$ cat config.mk
export PLATFORM = sky130hd
export DESIGN_NAME = gpio_irq_unit
export DESIGN_NICKNAME = d
export VERILOG_FILES = /design/src/rtl/gpio_pkg.sv /design/src/rtl/gpio_sync.sv /design/src/rtl/gpio_blink.sv /design/src/rtl/gpio_regfile.sv /design/src/rtl/gpio_irq_unit.sv
export SDC_FILE = /design/constraint.sdc
export NUM_CORES = 1
export LEC_CHECK = 0
export ABC_CLOCK_PERIOD_IN_PS = 1500
export BUFFER_PORTS_ARGS = -buffer_cell sky130_fd_sc_hd__buf_2
export CORE_ASPECT_RATIO = 0.75
export CORE_MARGIN = 2
export CORE_UTILIZATION = 40
export CTS_CLUSTER_SIZE = 8
export DETAILED_ROUTE_END_ITERATION = 16
export GPL_ROUTABILITY_DRIVEN = 1
export GPL_TIMING_DRIVEN = 0
export HOLD_SLACK_MARGIN = 0.15
export SYNTH_ARGS = -nofsm -noshare
export SYNTH_HDL_FRONTEND = slang
export SYNTH_HIERARCHICAL = 1
export SYNTH_SLANG_ARGS = --single-unit
export TNS_END_PERCENT = 50
$ cat constraint.sdc
create_clock -name clk -period 1.5 [get_ports clk]
set_input_delay 0.075 -clock clk [delete_from_list [all_inputs] [get_ports clk]]
set_output_delay 0.075 -clock clk [all_outputs]
set_load 0.02 [all_outputs]
$ cat src/rtl/gpio_pkg.sv
package gpio_pkg;
  localparam int DW = 32;

  // rising transition of the polarity-corrected input
  function automatic logic [DW-1:0] rise_of(input logic [DW-1:0] cur, input logic [DW-1:0] prev);
    return cur & ~prev;
  endfunction

  // software write-zero-to-clear, then hardware set has priority
  function automatic logic [DW-1:0] cause_next(input logic [DW-1:0] cur, input logic wr,
                                               input logic [DW-1:0] keep, input logic [DW-1:0] hit);
    logic [DW-1:0] v;
    v = wr ? (cur & keep) : cur;
    return v | hit;
  endfunction

  // combined per-pin cause
  function automatic logic [DW-1:0] pin_cause(input logic [DW-1:0] din, input logic [DW-1:0] lmask,
                                              input logic [DW-1:0] ecause, input logic [DW-1:0] emask);
    return (din & lmask) | (ecause & emask);
  endfunction
endpackage

$ cat src/rtl/gpio_sync.sv
module gpio_sync #(
  parameter int W = 32
) (
  input  logic         clk,
  input  logic         rst_n,
  input  logic [W-1:0] d,
  output logic [W-1:0] q
);
  logic [W-1:0] stage1;

  always_ff @(posedge clk or negedge rst_n) begin
    if (!rst_n) begin
      stage1 <= '0;
      q      <= '0;
    end else begin
      stage1 <= d;
      q      <= stage1;
    end
  end
endmodule

$ cat src/rtl/gpio_blink.sv
module gpio_blink #(
  parameter int CYCLES = 16
) (
  input  logic clk,
  input  logic rst_n,
  output logic tog
);
  localparam int CW = (CYCLES > 2) ? $clog2(CYCLES) : 1;
  localparam logic [CW-1:0] LAST = CW'(CYCLES - 1);

  logic [CW-1:0] cnt;

  always_ff @(posedge clk or negedge rst_n) begin
    if (!rst_n) begin
      cnt <= '0;
      tog <= 1'b0;
    end else if (cnt == LAST) begin
      cnt <= '0;
      tog <= ~tog;
    end else begin
      cnt <= cnt + 1'b1;
    end
  end
endmodule

$ cat src/rtl/gpio_regfile.sv
module gpio_regfile
  import gpio_pkg::*;
#(
  parameter int NPINS    = 32,
  parameter int AW       = 8,
  parameter int MASK_OFS = 32'h20
) (
  input  logic             clk,
  input  logic             rst_n,
  input  logic [AW-1:0]    bus_addr,
  input  logic             bus_we,
  input  logic [DW-1:0]    bus_wdata,
  output logic [DW-1:0]    bus_rdata,
  input  logic [NPINS-1:0] din,
  input  logic [NPINS-1:0] edge_hit,
  output logic [NPINS-1:0] out_val,
  output logic [NPINS-1:0] dir_in,
  output logic [NPINS-1:0] blink_en,
  output logic [NPINS-1:0] pol,
  output logic [NPINS-1:0] ecause,
  output logic [NPINS-1:0] emask,
  output logic [NPINS-1:0] lmask
);
  localparam logic [AW-1:0] A_OUT   = AW'(32'h00);
  localparam logic [AW-1:0] A_DIR   = AW'(32'h04);
  localparam logic [AW-1:0] A_BLINK = AW'(32'h08);
  localparam logic [AW-1:0] A_POL   = AW'(32'h0C);
  localparam logic [AW-1:0] A_DIN   = AW'(32'h10);
  localparam logic [AW-1:0] A_CAUSE = AW'(32'h14);
  localparam logic [AW-1:0] A_EMASK = AW'(32'h18 + MASK_OFS);
  localparam logic [AW-1:0] A_LMASK = AW'(32'h1C + MASK_OFS);

  logic [NPINS-1:0] wd;
  logic             wr_cause;
  logic [DW-1:0]    cause_wide;

  assign wd       = bus_wdata[NPINS-1:0];
  assign wr_cause = bus_we && (bus_addr == A_CAUSE);

  always_comb begin
    cause_wide = cause_next(DW'(ecause), wr_cause, bus_wdata, DW'(edge_hit));
  end

  always_ff @(posedge clk or negedge rst_n) begin
    if (!rst_n) begin
      out_val  <= '0;
      dir_in   <= '0;
      blink_en <= '0;
      pol      <= '0;
      ecause   <= '0;
      emask    <= '0;
      lmask    <= '0;
    end else begin
      ecause <= cause_wide[NPINS-1:0];
      if (bus_we) begin
        if (bus_addr == A_OUT)   out_val  <= wd;
        if (bus_addr == A_DIR)   dir_in   <= wd;
        if (bus_addr == A_BLINK) blink_en <= wd;
        if (bus_addr == A_POL)   pol      <= wd;
        if (bus_addr == A_EMASK) emask    <= wd;
        if (bus_addr == A_LMASK) lmask    <= wd;
      end
    end
  end

  always_comb begin
    bus_rdata = '0;
    if      (bus_addr == A_OUT)   bus_rdata[NPINS-1:0] = out_val;
    else if (bus_addr == A_DIR)   bus_rdata[NPINS-1:0] = dir_in;
    else if (bus_addr == A_BLINK) bus_rdata[NPINS-1:0] = blink_en;
    else if (bus_addr == A_POL)   bus_rdata[NPINS-1:0] = pol;
    else if (bus_addr == A_DIN)   bus_rdata[NPINS-1:0] = din;
    else if (bus_addr == A_CAUSE) bus_rdata[NPINS-1:0] = ecause;
    else if (bus_addr == A_EMASK) bus_rdata[NPINS-1:0] = emask;
    else if (bus_addr == A_LMASK) bus_rdata[NPINS-1:0] = lmask;
  end
endmodule

$ cat src/rtl/gpio_irq_unit.sv
module gpio_irq_unit
  import gpio_pkg::*;
#(
  parameter int NPINS        = 32,
  parameter int AW           = 8,
  parameter int MASK_OFS     = 32'h20,
  parameter int BLINK_CYCLES = 16,
  parameter int NGROUPS      = (NPINS + 7) / 8
) (
  input  logic               clk,
  input  logic               rst_n,
  input  logic [AW-1:0]      bus_addr,
  input  logic               bus_we,
  input  logic [31:0]        bus_wdata,
  output logic [31:0]        bus_rdata,
  input  logic [NPINS-1:0]   pad_in,
  output logic [NPINS-1:0]   pad_out,
  output logic [NPINS-1:0]   pad_oe,
  output logic [NGROUPS-1:0] irq_group
);
  logic [NPINS-1:0] pad_s, din, din_q, edge_hit;
  logic [NPINS-1:0] out_val, dir_in, blink_en, pol, ecause, emask, lmask, cause;
  logic [DW-1:0]    rise_w, cause_w;
  logic             blink_tog;

  gpio_sync #(.W(NPINS)) u_sync (.clk(clk), .rst_n(rst_n), .d(pad_in), .q(pad_s));

  gpio_blink #(.CYCLES(BLINK_CYCLES)) u_blink (.clk(clk), .rst_n(rst_n), .tog(blink_tog));

  gpio_regfile #(.NPINS(NPINS), .AW(AW), .MASK_OFS(MASK_OFS)) u_regs (
    .clk(clk), .rst_n(rst_n), .bus_addr(bus_addr), .bus_we(bus_we),
    .bus_wdata(bus_wdata), .bus_rdata(bus_rdata), .din(din), .edge_hit(edge_hit),
    .out_val(out_val), .dir_in(dir_in), .blink_en(blink_en), .pol(pol),
    .ecause(ecause), .emask(emask), .lmask(lmask)
  );

  assign din = pad_s ^ pol;

  always_ff @(posedge clk or negedge rst_n) begin
    if (!rst_n) din_q <= '0;
    else        din_q <= din;
  end

  always_comb begin
    rise_w  = rise_of(DW'(din), DW'(din_q));
    cause_w = pin_cause(DW'(din), DW'(lmask), DW'(ecause), DW'(emask));
  end
  assign edge_hit = rise_w[NPINS-1:0];
  assign cause    = cause_w[NPINS-1:0];

  assign pad_oe  = ~dir_in;
  assign pad_out = (blink_en & {NPINS{blink_tog}}) | (~blink_en & out_val);

  for (genvar g = 0; g < NGROUPS; g++) begin : g_grp
    localparam int LO = g * 8;
    localparam int HI = (LO + 7 < NPINS) ? LO + 7 : NPINS - 1;
    assign irq_group[g] = |cause[HI:LO];
  end
endmodule

Yosys cells after proc, flatten, opt, wreduce, memory -nomap -nowiden
Index checks and enable logic that the tools add are counted.
- output and inout bits: 100
- flip-flop bits (word level): 325
- logic and storage cells: 57
- mux-type cells: 10
- reduce and logical (&&, ||, !) cells: 12
- $add $sub $neg: 1
- bitwise gates (word level): 14
- eq/ne operators: 8
- operators by type and width (operator ; count):
    2-to-1 mux 32 bit ; 9
    AND 32 bit ; 6
    inverter 32 bit ; 3
    OR 32 bit ; 3
    OR reduction 8 bit ; 4
    bitwise XOR 32 bit ; 1
    equality test 8 x 4 -> 1 bit (second input constant) ; 2
    equality test 8 x 5 -> 1 bit (second input constant) ; 2
    equality test 8 x 6 -> 1 bit (second input constant) ; 2
    AND reduction 2 bit ; 6
    equality test 8 x 3 -> 1 bit (second input constant) ; 1
    logical NOT 8 bit ; 1
    adder 4 x 1 -> 4 bit (second input constant) ; 1
    equality test 4 bit (second input constant) ; 1
    2-to-1 mux 4 bit ; 1
    logical AND 1 bit ; 1
    inverter 1 bit ; 1

Longest topological paths before layout
Gate-level depths: netlist of run 1.
- depth in word-level cells: 9
- gate-level depth with buffers: 8
- gate-level depth less buffers: 6

Modules after synthesis
Netlist of run 1, hierarchy kept.
- modules (own cells, without submodules) (module ; cells an instance ; area each (um^2) ; times used):
    gpio_regfile ; 908 ; 10834.1 ; 1
    gpio_irq_unit ; 203 ; 2138.3 ; 1
    gpio_sync ; 64 ; 1601.5 ; 1
    gpio_blink ; 15 ; 202.7 ; 1

Worst setup path before layout of run 1
Ideal clock, no wire load.
- path type: input port to output port
- start point: in bus_addr[7]
- end point: out bus_rdata[27]
- arrival time: 1979 ps
- stages: 7
- path slack: -554 ps
- required time: 1425 ps
- path through: or4_1 buf_2 nor3_4 buf_4 a21oi_1 o2111a_1 a211oi_1
- word-level cells in the longest chain between the ends: 9
- elaborated cells on any way between the ends: 16
- RTL lines (what ; RTL line ; text):
    from (decl) ; gpio_irq_unit.sv:12 ; input logic [AW-1:0] bus_addr,
    equality test 8 x 6 -> 1 bit ; gpio_regfile.sv:75 ; else if (bus_addr == A_LMASK) bus_rdata[NPINS-1:0] = lmask;
    2-to-1 mux 32 bit ; gpio_regfile.sv:75 ;
    2-to-1 mux 32 bit ; gpio_regfile.sv:74 ; else if (bus_addr == A_EMASK) bus_rdata[NPINS-1:0] = emask;
    2-to-1 mux 32 bit ; gpio_regfile.sv:73 ; else if (bus_addr == A_CAUSE) bus_rdata[NPINS-1:0] = ecause;
    2-to-1 mux 32 bit ; gpio_regfile.sv:72 ; else if (bus_addr == A_DIN) bus_rdata[NPINS-1:0] = din;
    2-to-1 mux 32 bit ; gpio_regfile.sv:71 ; else if (bus_addr == A_POL) bus_rdata[NPINS-1:0] = pol;
    2-to-1 mux 32 bit ; gpio_regfile.sv:70 ; else if (bus_addr == A_BLINK) bus_rdata[NPINS-1:0] = blink_en;
    2-to-1 mux 32 bit ; gpio_regfile.sv:69 ; else if (bus_addr == A_DIR) bus_rdata[NPINS-1:0] = dir_in;
    2-to-1 mux 32 bit (*) ; gpio_regfile.sv:68 ; if (bus_addr == A_OUT) bus_rdata[NPINS-1:0] = out_val;
    to (decl) ; gpio_irq_unit.sv:15 ; output logic [31:0] bus_rdata,
Mark *: on every way between the ends. The rest lies on a longest branch, timed or not.

Final worst setup path of run 1
- start point: reg u_regs.pol[17]
- end point: out bus_rdata[17]
- word-level cells in the longest chain between the ends: 6
- RTL lines (what ; RTL line ; text):
    from (decl) ; gpio_regfile.sv:19 ; output logic [NPINS-1:0] pol,
    from (signal assigned) ; gpio_regfile.sv:59 ; if (bus_addr == A_POL) pol <= wd;
    bitwise XOR 32 bit ; gpio_irq_unit.sv:37 ; assign din = pad_s ^ pol;
    named net din[17] ; gpio_irq_unit.sv:21 ; logic [NPINS-1:0] pad_s, din, din_q, edge_hit;
    2-to-1 mux 32 bit ; gpio_regfile.sv:72 ;
    2-to-1 mux 32 bit ; gpio_regfile.sv:71 ;
    2-to-1 mux 32 bit ; gpio_regfile.sv:70 ;
    2-to-1 mux 32 bit ; gpio_regfile.sv:69 ;
    2-to-1 mux 32 bit ; gpio_regfile.sv:68 ;
The timed path passes the listed nets, and every way through them passes these cells.

==> results of run 1 <==
-- routing by layer --
metal | up-vias | GRT usage (%) | share of wire [%]
li1 | 5124 | - | -
met1 | 6285 | 41.2 | 44
met2 | 634 | 42.6 | 44
met3 | 137 | 5.73 | 8.8
met4 | 0 | 9.04 | 3.0
met5 | - | 0 | 0
-- through the flow --
stage                     cell area (um^2)  setup slack [ps]  hold WS, ps  setup TNS (ps)  cells
after global routing                 22500              -766         -490          -55640   2111
after detailed placement             17100             -1590         73.7         -234120   1861
final                                22500              -676         -532          -53170   2111
after floorplan                      15500              -369         -221          -44880   1190
after global placement               17000             -6060          182        -2186090   1858
after CTS                            21400              -686         -503          -36040   2080
-- sequential cells by signal, summed over array words and instances, names as in the netlist --
| register | flops |
|---|---|
| u_regs/dir_in | 32 |
| u_regs/out_val | 32 |
| u_blink/cnt | 4 |
| u_regs/lmask | 32 |
| din_q | 32 |
| u_regs/emask | 32 |
| u_blink/tog | 1 |
| u_regs/ecause | 32 |
| u_regs/blink_en | 32 |
| u_sync/stage1 | 32 |
| u_regs/pol | 32 |
| u_sync/q | 32 |
-- cells in the mapped netlist, types with 3 or more instances --
| cell type | instances | share of area (%) |
|---|---|---|
| nor3_1 | 4 | 0.14 |
| xor2_1 | 33 | 2.0 |
| buf_6 | 6 | 0.46 |
| nand3_1 | 15 | 0.51 |
| a2bb2oi_1 | 17 | 1.0 |
| inv_1 | 34 | 0.86 |
| buf_1 | 11 | 0.28 |
| buf_2 | 17 | 0.58 |
| mux4_2 | 7 | 1.1 |
| a221oi_1 | 21 | 1.2 |
| o21a_1 | 4 | 0.20 |
| o2111a_1 | 3 | 0.23 |
| and3_1 | 5 | 0.21 |
| nand2b_1 | 35 | 1.5 |
| nor2b_1 | 36 | 1.5 |
| buf_4 | 5 | 0.25 |
| nor4_1 | 4 | 0.17 |
| mux2_2 | 200 | 15 |
| a32oi_1 | 3 | 0.18 |
| o22ai_1 | 10 | 0.42 |
| dfrtp_1 | 325 | 55 |
| nor3_4 | 3 | 0.33 |
| mux2i_1 | 9 | 0.61 |
| a211oi_1 | 5 | 0.25 |
| o21ai_0 | 65 | 2.2 |
| a22o_1 | 16 | 0.95 |
| mux2_1 | 36 | 2.7 |
| nand4_1 | 5 | 0.21 |
| o32ai_1 | 3 | 0.18 |
| nand2_1 | 29 | 0.74 |
| a31oi_1 | 8 | 0.34 |
| a21oi_1 | 79 | 2.7 |
| a22oi_1 | 23 | 1.2 |
| clkbuf_1 | 26 | 0.66 |
| nor2_1 | 53 | 1.3 |
| a221oi_2 | 8 | 0.81 |
-- worst paths after layout --
kind	start	endpoint	slack, ps	depth (start not counted)
max in group asynchronous	rst_n	u_regs/dir_in[6]$_DFFE_PN0P_	720	3
min in group clk	pad_in[30]	u_sync/stage1[30]$_DFF_PN0_	170	2
worst min register to register	u_sync/stage1[15]$_DFF_PN0_	u_sync/q[15]$_DFF_PN0_	340	0
worst max register to register	u_sync/q[9]$_DFF_PN0_	u_regs/ecause[9]$_DFF_PN0_	300	5
worst min-delay path	rst_n	u_sync/stage1[30]$_DFF_PN0_	-530	1
worst max-delay path	u_regs/pol[17]$_DFFE_PN0P_	bus_rdata[17]	-680	7
-- cell families after synthesis --
kind of cell    Yosys count  synth area share, %
mux                     252                 19.7
compound gates          273                 12.4
simple gates            204                 7.69
flops                   325                 55.0
buf+inv                 101                 3.15
xor+xnor                 34                 2.02
fa+ha+maj                 1               0.0847
-- timing repair --
action	in CTS	in global routing
setup buffers	81	30
gates resized for setup	378	234
cloned	7	7
hold endpoints to repair	403	147
endpoints found under the setup margin	254	258
pin swaps	84	39
-- cell type report --
type	count	area (um^2)	share of cell area, %
Multi-Input combinational cell	764	8000	35.6
Clock inverter	2	32.5	0.145
Inverter	35	133	0.590
Tap cell	496	621	2.76
Buffer	64	873	3.89
Sequential cell	325	8140	36.2
Timing Repair Buffer	376	3470	15.4
Clock buffer	49	1190	5.31
-- worst register-to-register path: stages (launching register included) --
cell,delay [ps]
dfrtp_1,390
xor2_2,190
buf_4,150
buf_4,130
nor2b_1,110
nand2b_1,130
-- power by group through the flow --
stage	Combinational, mW	Sequential, mW	Clock (mW)
after floorplan	1.25	9.55	0
after global placement	2.10	9.64	0
after detailed placement	2.16	9.65	0
after CTS	2.75	9.54	9.44
after global routing	3.16	9.59	9.84
final	2.99	9.56	9.27
==> reports/metrics.cfg, run 1 <==
[timing]
worst_slack_ps = -676
max_freq_mhz = 459
final-hold-violation-count = 147
rsz0062_at_grt = yes
slew_viol_final = 0
whs_ps = -532
clock_skew_ps = 10.9
period_share_pct = 145
tightest_slew_ps = 605
slew_headroom_pct = 59.5
final.min_clock_period_ps = 2180
setup_viol = 255

[detailed_routing]
via_per_inst = 5.77
drtPass1Iterations = 5
ant_nets = 0
wl_per_cell_um = 26.3
drtIter0Drc = 1133
drc = 0
vias = 12180
totalWireLength_um = 55400

[logic_synthesis]
seq_area_frac_synth_pct = 55.0
synth-edff-count = 0
synth_cell_types = 59
syn_nets = 1266
syn_area_per_cell_um2 = 12.4
ys_ff_latch = 325
async_flop_share_pct = 100
syn_area_mm2 = 0.0148
synth_cells = 1190
synth_warnings = 6
synth_flop_cell = dfrtp_1

[layout]
area_growth_pct = 52.0
most-common-layout-cells = dfrtp_1, mux2_4, mux2_2
antenna_cells = 0
fillers = 2783
drive_above_1_share_pct = 54.6
finalNetCount = 1688
final_common_cell = dfrtp_1
fin_util_pct = 62.2

[worst_setup_path]
end_kind = output pin
critPathArrivalTime_ps = 2100
worst_setup_path_start_kind = flop
cp_num_buf_inv = 1
cp_slowest_stage_delay_ps = 410
worst-path-max-fanout = 3
path_cells = xor2_2 -> nand2b_1 -> a21oi_2 -> a32o_2 -> a221oi_2 -> a21oi_2 -> buf_6
path_delay_family = compound AO/OA/AOI/OAI gates
cp_slowest_cell = dfrtp_1
path_common_cell = a21oi_2
required_ps = 1420
crit_type = reg2out

[power_and_ir_drop]
ir_drop_mv = 0.700
p_sw_share_pct = 25.7
combinationalPowerShare_pct = 13.7
clkPwrFrac_pct = 42.5
p_per_area_mw_per_mm2 = 971
power_mw = 21.8
pwr-share-seq_pct = 43.8
leakagePower_nw = 10.0
p_switching_mw = 5.61
internal_power_mw = 16.2

[global_routing]
grt_pass1_wl_um = 79900
grt_usage_pct = 28.4
antenna_found_initial = 1
grt_pass1_vias = 12375
grt_max_degree = 104
overflow = 0

[placement]
gp_congestion = 0.924
hpwl_um = 34600
port_buffers = 172

[run_status]
violations = negative hold slack, negative setup slack
status = finished, violations left

[floorplanning]
io_pins = 175
initial_core_util_pct = 40.9
fp.dieArea_mm2 = 0.0385
design.core.area_mm2 = 0.0361
die_w_um = 226
num_rows = 60
die_y_um = 170

[clock_network]
clock_sinks = 325
clk_latency_ps = 560
hold_buffers = 82
cts_tree = done
cts_buffers = 46
htree_levels = 2
clk_pin_slew_ps = 50
clock_path_buffers = 3
cts-root-buf = clkbuf_16

[hold_path]
hold_path_class = in2async

[job]
cap_violations = 0

(Power assumes the default switching activity.)
==> run 2: changes to the inputs <==
--- a/config.mk
+++ b/config.mk
@@ -6,12 +6,12 @@
 export NUM_CORES = 1
 export LEC_CHECK = 0
 export ABC_CLOCK_PERIOD_IN_PS = 1500
-export BUFFER_PORTS_ARGS = -buffer_cell sky130_fd_sc_hd__buf_2
 export CORE_ASPECT_RATIO = 0.75
 export CORE_MARGIN = 2
 export CORE_UTILIZATION = 40
 export CTS_CLUSTER_SIZE = 8
 export DETAILED_ROUTE_END_ITERATION = 16
+export DONT_BUFFER_PORTS = 1
 export GPL_ROUTABILITY_DRIVEN = 1
 export GPL_TIMING_DRIVEN = 0
 export HOLD_SLACK_MARGIN = 0.15
==> run 2 against run 1 <==
Compared with the run above: the flow still finishes with violations (negative hold slack, negative setup slack); cell area is 7.9% lower; core utilization down 4.9 points; maximum frequency is 6.0% higher; wire length decreased by 2.6%; clock power increased by 0.8%; global-route usage is 0.76 points lower; clock skew up 3.7 ps; die area stayed put; sequential share of layout area is 3.1 points higher; count of clock-buffer cells in the layout unchanged; hold slack worse by 240 ps.
==> reports/metrics.cfg, run 2 (same netlist as run 1, synthesis figures left out) <==
[floorplanning]
design.core.area_mm2 = 0.0361
fp.dieArea_mm2 = 0.0385
num_rows = 60
initial_core_util_pct = 40.9
die_w_um = 226
die_y_um = 170
io_pins = 175

[timing]
rsz0062_at_grt = yes
max_freq_mhz = 487
whs_ps = -773
slew_headroom_pct = 21.1
slew_viol_final = 0
setup_viol = 130
tightest_slew_ps = 1180
worst_slack_ps = -553
clock_skew_ps = 14.6
tns_ps = -24260
period_share_pct = 137
final-hold-violation-count = 325
final.min_clock_period_ps = 2050

[layout]
most-common-layout-cells = dfrtp_1, mux2_4, mux2_2
area_growth_pct = 40.1
fillers = 2948
fin_util_pct = 57.3
finalInstanceArea_mm2 = 0.0207
finalNetCount = 1498
final_common_cell = dfrtp_1
drive_above_1_share_pct = 44.0

[worst_setup_path]
crit_type = reg2out
end_kind = output pin
required_ps = 1420
worst-path-max-fanout = 2
cp_num_buf_inv = 0
worst_setup_path_start_kind = flop
path_delay_family = compound AO/OA/AOI/OAI gates
cp_slowest_cell = dfrtp_2
critPathArrivalTime_ps = 1980
path_cells = xor2_4 -> nand2b_1 -> a21oi_1 -> a32o_2 -> a221oi_4 -> a21oi_4
cp_slowest_stage_delay_ps = 430

[detailed_routing]
wl_per_cell_um = 28.1
drtPass1Iterations = 5
vias = 11413
ant_nets = 0
drc = 0
via_per_inst = 5.94
drtIter0Drc = 1144
totalWireLength_um = 54000

[clock_network]
clk_latency_ps = 550
clock_sinks = 325
htree_levels = 2
cts_tree = done
cts-root-buf = clkbuf_16
cts_buffers = 46
hold_buffers = 100
clock_path_buffers = 3
clk_pin_slew_ps = 50

[hold_path]
hold_path_class = in2async

[placement]
gp_congestion = 0.887
place_area_mm2 = 0.0162
port_buffers = 0
hpwl_um = 33600
dp_slack_ps = -1380

[power_and_ir_drop]
p_per_area_mw_per_mm2 = 1030
power_mw = 21.3
ir_drop_mv = 0.765
leakagePower_nw = 8.94

[run_status]
violations = negative hold slack, negative setup slack
status = finished, violations left

[global_routing]
antenna_found_initial = 2
grt_usage_pct = 27.6
overflow = 0
grt_max_degree = 326
grt_pass1_vias = 11462
grt_pass1_wl_um = 77000

[job]
cap_violations = 0

-- run 2: changes by cell type in the layout (fill, tap and decap cells not counted), moves of 10 or more --
cell	before	now
buf_12	27	13
buf_2	104	8
buf_4	87	70
buf_6	97	24
dlygate4sd3_1	82	99
o21ai_0	11	39
o21ai_2	47	7
o21ai_4	1	11
-- run 2: cell type report --
type | count | area (um^2) | area share (%)
clock buffer | 49 | 1190 | 5.77
antenna | 1 | 2.50 | 0.0121
tap | 496 | 621 | 3.00
sequential | 325 | 8140 | 39.3
clock inverter | 2 | 32.5 | 0.157
inverter | 35 | 133 | 0.641
buffer | 64 | 701 | 3.39
multi-input combinational | 764 | 8010 | 38.7
timing repair buffer | 186 | 1870 | 9.02
-- run 2: path summary, 6_finish.rpt --
kind | from | end | slack [ps] | depth (start not counted)
worst max register to register | u_regs/pol[29]$_DFFE_PN0P_ | u_regs/ecause[29]$_DFF_PN0_ | 260 | 5
worst max-delay path | u_sync/q[17]$_DFF_PN0_ | bus_rdata[17] | -550 | 6
worst min register to register | u_sync/stage1[16]$_DFF_PN0_ | u_sync/q[16]$_DFF_PN0_ | 340 | 0
max in group asynchronous | rst_n | u_regs/pol[17]$_DFFE_PN0P_ | 1240 | 0
worst min-delay path | rst_n | u_sync/stage1[30]$_DFF_PN0_ | -770 | 0
min in group clk | bus_addr[3] | u_regs/out_val[31]$_DFFE_PN0P_ | 170 | 4
-- run 2: per-stage QoR --
step,hold WS (ps),std cells
after floorplan,-221,1190
after global placement,-206,1686
after detailed placement,-204,1686
after CTS,-785,1897
after global routing,-785,1921
final,-773,1922
-- run 2: power breakdown --
group	internal [mW]	total [mW]	leakage [nW]	switching, mW
clock network	5.54	9.34	0.601	3.79
logic	1.13	2.35	4.24	1.23
registers	9.20	9.57	4.10	0.365
total	15.9	21.3	8.94	5.38
-- run 2: routing by layer --
| metal | GRT usage [%] | up-vias | wire, um |
|---|---|---|---|
| met2 | 39.9 | 525 | 23600 |
| met5 | 0 | - | 12 |
| met1 | 39.3 | 6015 | 24000 |
| li1 | - | 4758 | - |
| met3 | 8.70 | 113 | 4940 |
| met4 | 9.07 | 2 | 1450 |
-- run 2: timing repair --
| action | CTS | global route |
|---|---|---|
| endpoints found under the setup margin | 221 | 251 |
| cloned | 4 | 3 |
| resized for setup | 213 | 155 |
| pin swaps | 98 | 55 |
| setup buffers | 57 | 23 |
| endpoints found under the hold margin | 581 | 325 |
